## config.mk

```make
export PLATFORM = sky130hd
export DESIGN_NAME = bus_strobe_gen
export DESIGN_NICKNAME = d
export VERILOG_FILES = /design/src/rtl/bus_strobe_pkg.sv /design/src/rtl/bus_tseq.sv /design/src/rtl/bus_strobe_dec.sv /design/src/rtl/bus_strobe_gen.sv
export SDC_FILE = /design/constraint.sdc
export NUM_CORES = 1
export LEC_CHECK = 0
export CORE_AREA = 2 2 39 41
export CTS_CLUSTER_SIZE = 16
export DETAILED_ROUTE_END_ITERATION = 16
export DIE_AREA = 0 0 41 43
export PLACE_DENSITY = 0.67
export SLEW_MARGIN = 20
export SYNTH_ARGS = -nofsm -noshare
export SYNTH_HDL_FRONTEND = slang
export SYNTH_SLANG_ARGS = --single-unit
```

## constraint.sdc

```tcl
create_clock -name clk -period 1.93 [get_ports clk]
set_clock_uncertainty 0.2 [all_clocks]
set_input_delay 0.2895 -clock clk [delete_from_list [all_inputs] [get_ports clk]]
set_output_delay 0.2895 -clock clk [all_outputs]
set_load 0.02 [all_outputs]
```

## src/rtl/bus_strobe_pkg.sv

```systemverilog
package bus_strobe_pkg;

  localparam int KIND_W = 2;

  typedef enum logic [2:0] {
    ST_IDLE  = 3'd0,
    ST_SETUP = 3'd1,
    ST_T1    = 3'd2,
    ST_T2    = 3'd3,
    ST_T3    = 3'd4,
    ST_TW    = 3'd5,
    ST_T4    = 3'd6
  } tstate_e;

  typedef enum logic [KIND_W-1:0] {
    K_READ  = 2'b00,
    K_WRITE = 2'b01,
    K_INTA  = 2'b10,
    K_RSVD  = 2'b11
  } kind_e;

  // address latch pulse: second half of T1
  function automatic logic ale_on(tstate_e s, logic ph);
    return (s == ST_T1) && ph;
  endfunction

  // command strobe window: T2, T3 and wait states
  function automatic logic cmd_on(tstate_e s);
    return (s == ST_T2) || (s == ST_T3) || (s == ST_TW);
  endfunction

  // transceiver enable window; writes open at T2 start, others at mid-T2
  function automatic logic den_on(tstate_e s, logic ph, logic is_wr);
    return ((s == ST_T2) && (is_wr || ph)) ||
           (s == ST_T3) || (s == ST_TW) ||
           ((s == ST_T4) && !ph);
  endfunction

endpackage

```

## src/rtl/bus_tseq.sv

```systemverilog
module bus_tseq
  import bus_strobe_pkg::*;
#(
  parameter logic RST_MEM = 1'b1
) (
  input  logic              clk,
  input  logic              rst_n,
  input  logic              req_valid,
  input  logic              req_mem,
  input  logic [KIND_W-1:0] req_kind,
  input  logic              ready,
  input  logic              hold_ack,
  output tstate_e           st_q,
  output logic              ph_q,
  output logic              stat_mem_q,
  output logic [KIND_W-1:0] stat_kind_q,
  output logic              take
);

  tstate_e st_d;
  logic    pend_q, pend_d;
  logic    to_t4, acc_idle, acc_t4;

  assign to_t4    = ((st_q == ST_T3) || (st_q == ST_TW)) && ready;
  assign acc_idle = (st_q == ST_IDLE) && req_valid && !hold_ack;
  assign acc_t4   = to_t4 && req_valid && !hold_ack;
  assign take     = ph_q && (acc_idle || acc_t4);

  always_comb begin
    st_d   = st_q;
    pend_d = pend_q;
    if (ph_q) begin
      case (st_q)
        ST_IDLE:  if (acc_idle) st_d = ST_SETUP;
        ST_SETUP: st_d = ST_T1;
        ST_T1:    st_d = ST_T2;
        ST_T2:    st_d = ST_T3;
        ST_T3, ST_TW: begin
          st_d = ready ? ST_T4 : ST_TW;
          if (acc_t4) pend_d = 1'b1;
        end
        ST_T4: begin
          st_d   = pend_q ? ST_T1 : ST_IDLE;
          pend_d = 1'b0;
        end
        default:  st_d = ST_IDLE;
      endcase
    end
  end

  always_ff @(posedge clk) begin
    if (!rst_n) begin
      st_q        <= ST_IDLE;
      ph_q        <= 1'b0;
      pend_q      <= 1'b0;
      stat_mem_q  <= RST_MEM;
      stat_kind_q <= K_READ;
    end else begin
      st_q   <= st_d;
      ph_q   <= ~ph_q;
      pend_q <= pend_d;
      if (take) begin
        stat_mem_q  <= req_mem;
        stat_kind_q <= req_kind;
      end
    end
  end

endmodule

```

## src/rtl/bus_strobe_dec.sv

```systemverilog
module bus_strobe_dec
  import bus_strobe_pkg::*;
(
  input  tstate_e           st,
  input  logic              ph,
  input  logic              stat_mem,
  input  logic [KIND_W-1:0] stat_kind,
  input  logic              hold_ack,
  output logic              ale,
  output logic              wr_n,
  output logic              inta_n,
  output logic              den_n,
  output logic              dt_r,
  output logic              m_io,
  output logic              bus_float
);

  logic is_wr, is_ia;

  assign is_wr = (stat_kind == K_WRITE);
  assign is_ia = (stat_kind == K_INTA);

  // never floated
  assign ale    = ale_on(st, ph);
  assign inta_n = !(cmd_on(st) && is_ia);

  // parked at logic one while the bus is handed away
  assign bus_float = hold_ack;
  assign wr_n  = hold_ack | !(cmd_on(st) && is_wr);
  assign den_n = hold_ack | !den_on(st, ph, is_wr);
  assign dt_r  = hold_ack | is_wr;
  assign m_io  = hold_ack | stat_mem;

endmodule

```

## src/rtl/bus_strobe_gen.sv

```systemverilog
module bus_strobe_gen
  import bus_strobe_pkg::*;
#(
  parameter logic RST_MEM = 1'b1
) (
  input  logic              clk,
  input  logic              rst_n,
  input  logic              req_valid,
  input  logic              req_mem,
  input  logic [KIND_W-1:0] req_kind,
  input  logic              ready,
  input  logic              hold_ack,
  output logic              req_take,
  output logic              ale,
  output logic              wr_n,
  output logic              inta_n,
  output logic              den_n,
  output logic              dt_r,
  output logic              m_io,
  output logic              bus_float
);

  tstate_e           st_q;
  logic              ph_q;
  logic              stat_mem_q;
  logic [KIND_W-1:0] stat_kind_q;

  bus_tseq #(.RST_MEM(RST_MEM)) u_seq (
    .clk         (clk),
    .rst_n       (rst_n),
    .req_valid   (req_valid),
    .req_mem     (req_mem),
    .req_kind    (req_kind),
    .ready       (ready),
    .hold_ack    (hold_ack),
    .st_q        (st_q),
    .ph_q        (ph_q),
    .stat_mem_q  (stat_mem_q),
    .stat_kind_q (stat_kind_q),
    .take        (req_take)
  );

  bus_strobe_dec u_dec (
    .st        (st_q),
    .ph        (ph_q),
    .stat_mem  (stat_mem_q),
    .stat_kind (stat_kind_q),
    .hold_ack  (hold_ack),
    .ale       (ale),
    .wr_n      (wr_n),
    .inta_n    (inta_n),
    .den_n     (den_n),
    .dt_r      (dt_r),
    .m_io      (m_io),
    .bus_float (bus_float)
  );

endmodule

```

# == After elaboration in Yosys (flattened, before gate mapping) ==
# Cells that the tools add are included.
# word_totals
inputBits,8
output_inout_bits,8
word_cells,55
ff_bits,8
# classes
n_eq_ne,10
bitwise_logic,5
n_reduce_logical,29
n_mux,6
# op_table
cell,count
$pmux W3 S6,1
$logic_and A1 B1 Y1,11
$eq A3 B3 Y1 const B,3
$logic_or A1 B1 Y1,8
$eq A3 B2 Y1 const B,2
$logic_not A1 Y1,5
$mux W2,2
$ne A2 B1 Y1 const B,2
$or A1 B1 Y1,4
$eq A3 B1 Y1 const B,1
$logic_not A3 Y1,1
$mux W3,1
$reduce_and A3 Y1,1
$eq A2 B1 Y1 const B,1
$eq A2 B2 Y1 const B,1
$pmux W1 S2,1
$reduce_and A2 Y1,1
$reduce_bool A2 Y1,1
$reduce_or A2 Y1,1
$mux W1,1
$not A1 Y1,1

# == Longest topological paths before layout ==
# logic_depth
depth_word,8
ltp_mapped,4
mapped_depth_nobuf,3

# == Cells and area by module ==
# From an unflattened synthesis, not the netlist that was laid out.
# hier_totals
hier_cells,56
hier_area_um2,491.7
# modules_own_cells
module,area_per_inst_um2,n_inst,seq_area_each_um2,cells_each
bus_tseq,392.9,1,160.2,42
bus_strobe_dec,98.8,1,0.0,14

# == Worst setup path after synthesis ==
# OpenSTA, ideal clock, no wires.
# synth_path
path_kind,reg2out
start,register u_seq.ph_q
end,output den_n
required_time_ns,1.441
setup_slack_ns,0.483
stages_incl_launch_ff,5
t_arrival_ns,0.958
path_buffers,1
cell_sequence,dfxtp_1 > buf_2 > or2_1 > a31oi_1 > o21ai_1
# synth_via
elab_chain_len,7
elab_cells_between_ends,9
cone_classes,bitwise (1); reduce/logical (8)
# synth_lines
element,line,source
start: declaration,bus_tseq.sv:14,"output logic ph_q,"
start signal: assignment,bus_tseq.sv:60,ph_q <= ~ph_q;
$logic_or A1 B1 Y1,bus_strobe_pkg.sv:34,return ((s == ST_T2) && (is_wr || ph)) ||
$logic_and A1 B1 Y1,bus_strobe_pkg.sv:34,
$logic_or A1 B1 Y1,bus_strobe_pkg.sv:34,
$logic_or A1 B1 Y1,bus_strobe_pkg.sv:35,(s == ST_T3) || (s == ST_TW) ||
$logic_or A1 B1 Y1 *,bus_strobe_pkg.sv:35,
$logic_not A1 Y1 *,bus_strobe_dec.sv:30,"assign den_n = hold_ack | !den_on(st, ph, is_wr);"
$or A1 B1 Y1 *,bus_strobe_dec.sv:30,
end: declaration,bus_strobe_gen.sv:17,"output logic den_n,"
# Every way passes the cells marked *; elsewhere a longest branch is shown, timed or not.

# == Worst setup path in the final report ==
# layout_path
start,input hold_ack
end,output den_n
# layout_via
elab_chain_len,1
# layout_lines
element,line,source
start: declaration,bus_strobe_gen.sv:12,"input logic hold_ack,"
$or A1 B1 Y1,bus_strobe_dec.sv:30,
# No other way between the ends.

==> results.yml <==
final_layout:
  area_growth_pct: 44.4
  layout-drive-gt1-share_pct: 25.9
  antenna_cells: 0
  final-instance-count-excl-fill: 97
  nNetsFinal: 91
  num-fill-cells: 138
cts:
  clock_path_buffers: 2
  cts_root_buffer: "clkbuf_4"
  clk_pin_slew_ps: 50
  hold_buffers: 0
  cts_setup_buffers: 0
  clk_latency_ps: 240
  cts_buffers: 3
  cts_max_level: 1
  cts_tree: "built"
  cts_sinks: 8
power:
  ir_drop_mv: 0.305
  power.total_mw: 0.359
  leakage_nw: 0.294
  p_per_area_nw_per_um2: 501
timing:
  tns_ps: 0
  final_hold_viol_count: 0
  post-route-min-period_ps: 1870
  tightestPinTransition_ps: 340
  fmax_mhz: 533
  drv_slew: 0
  slew_headroom_pct: 77.2
  fin_crit_sh_pct: 97.1
  worst_hold_slack_ps: 276
  rsz0062_at_grt: "no"
  setup_viol: 0
floorplanning:
  dieArea_um2: 1760
  die_y_um: 43
  die_width_um: 41
  io_pins: 16
  start_util_pct: 35.8
  num_rows: 14
  core_um2: 1380
detailed_routing:
  vias: 493
  drt_wl_total_mm: 1.11
  final_antenna_net_count: 0
  vias_per_cell: 5.08
  dr.pass1.iters: 4
  drt_iter0_drc: 6
  route.detailed.drc: 0
  avgRoutedWirePerCell_um: 11.4
synth:
  synth_nets: 67
  syn_area_um2: 495
  synth_cell_types: 32
  synth-seq-cells: 8
  yosysWarnings: 0
  syn_inst: 59
  synth_seq_area_share_pct: 32.3
  synth.avg_cell_area_um2: 8.40
global_route:
  grt_max_degree: 11
  grt_pass1_vias: 437
  grtUsageTotal_pct: 15.1
  grt-ovfl-total: 0
  grt_pass1_wl_mm: 1.80
  antenna_found_initial: 0
placement:
  gp_congestion: 0.734
  io_buffer_count: 15
  dp_cells: 94
  hpwlAfterDp_um: 866
setup_path:
  cp-end-kind: "output pin"
  cp.required_ps: 1440
  worst-path-max-fanout: 6
  start_kind: "primary input"
  cp.arrival_ps: 1390
  crit_type: "in2out"
status:
  status: "finished clean"
min_path:
  holdCritPathClass: "reg2reg"
run:
  cap_violations: 0
-- synthesized netlist by cell type (all sizes together) --
library cell  instances  share of area, %
dfxtp                 8                32
nand2                 6               4.5
buf                   4               5.0
inv                   3               2.3
mux2i                 3               6.1
nand2b                3               3.8
nor2                  3               2.3
o211ai                3               5.6
o21ai                 3               3.0
a21oi                 2               2.0
nand3b                2               3.0
o21a                  2               4.5
or2                   2               2.5
a211oi                1               1.5
a21boi                1               1.5
a311oi                1               1.8
a31oi                 1               1.3
a32oi                 1               1.8
and2                  1               1.3
and2b                 1               1.5
and3                  1               1.3
and4bb                1               2.5
clkbuf                1              0.76
nand3                 1               1.0
nor2b                 1               1.3
nor3b                 1               1.5
nor4bb                1               2.0
o211a                 1               2.0
-- power breakdown --
part           leakage [nW]  total, mW  internal, mW  switching (mW)
logic                 0.214     0.0623        0.0354          0.0269
registers            0.0666      0.176         0.171         0.00565
clock network        0.0138      0.120        0.0707          0.0494
total                 0.294      0.359         0.277          0.0819
-- worst max-delay path, stage by stage --
cell and delay, ps:
clkdlybuf4s50_1 420, buf_4 160, a31oi_1 120, o21ai_1 70, dlygate4sd2_1 320
-- per-stage QoR --
| stage | utilization, % | cell area [um2] | setup WS [ps] |
|---|---|---|---|
| global route | 51.7 | 716 | 8.71 |
| floorplan | - | 495 | 483 |
| CTS | 52.3 | 723 | 3.01 |
| finish | 51.7 | 716 | 55.4 |
| global placement | 50.9 | 704 | -308 |
| detailed placement | 50.9 | 704 | -321 |
-- repair_timing --
| action | 4_1_cts | 5_1_grt |
|---|---|---|
| resized for setup | 12 | 5 |
| pin swaps | 0 | 1 |
| setup endpoints to repair | 8 | 4 |
-- placed cells by master, fill, tap and decap left out, types with 2 or more instances in the layout --
| cell type | n |
|---|---|
| buf_4 | 9 |
| clkdlybuf4s50_1 | 7 |
| nand2_1 | 6 |
| dlygate4sd2_1 | 6 |
| dfxtp_1 | 5 |
| nand2b_1 | 3 |
| o21ai_1 | 3 |
| inv_1 | 3 |
| mux2i_1 | 3 |
| clkbuf_4 | 3 |
| dfxtp_2 | 3 |
| nand3b_1 | 2 |
| nor2_1 | 2 |
| a21oi_1 | 2 |
| o211ai_1 | 2 |
-- state kept, by name, summed over array words and instances (netlist names) --
name / cells
u_seq.st_q: 3
u_seq.stat_kind_q: 2
u_seq.pend_q: 1
u_seq.ph_q: 1
u_seq.stat_mem_q: 1
-- per-layer routing --
metal  part of all wire (%)  global-route usage (%)
met5                      0                       0
met3                    3.3                    3.14
met1                     46                    19.3
met2                     49                    22.5
met4                    1.2                    8.00
-- worst paths after layout --
| check | from | endpoint | slack [ps] | depth (start not counted) |
|---|---|---|---|---|
| worst max-delay path | hold_ack | den_n | 60 | 5 |
| worst min-delay path | u_seq.stat_kind_q[0] | u_seq.stat_kind_q[0] | 280 | 2 |
| worst max register to register | u_seq.ph_q | u_seq.stat_kind_q[0] | 560 | 4 |
| worst min register to register | u_seq.stat_kind_q[0] | u_seq.stat_kind_q[0] | 280 | 2 |
-- kinds of logic (layout without fill, tap and decap cells) --
| logic type | Yosys count | in the layout | synth area share, % |
|---|---|---|---|
| AO/OA/AOI/OAI | 16 | 16 | 25.0 |
| buffers and inverters | 8 | 30 | 8.08 |
| flip-flops | 8 | 8 | 32.3 |
| multiplexers | 3 | 3 | 6.06 |
| AND/OR/NAND/NOR | 24 | 24 | 28.5 |
-- cell type report --
class	instances	area, um2	area share [%]
clock buffers	3	22.5	3.15
inverters	3	11.3	1.57
multi-input cells	43	298	41.6
flip-flops and latches	8	164	22.9
well taps	16	20.0	2.80
repair buffers	24	200	28.0
Power figures use the tool's default switching activity.
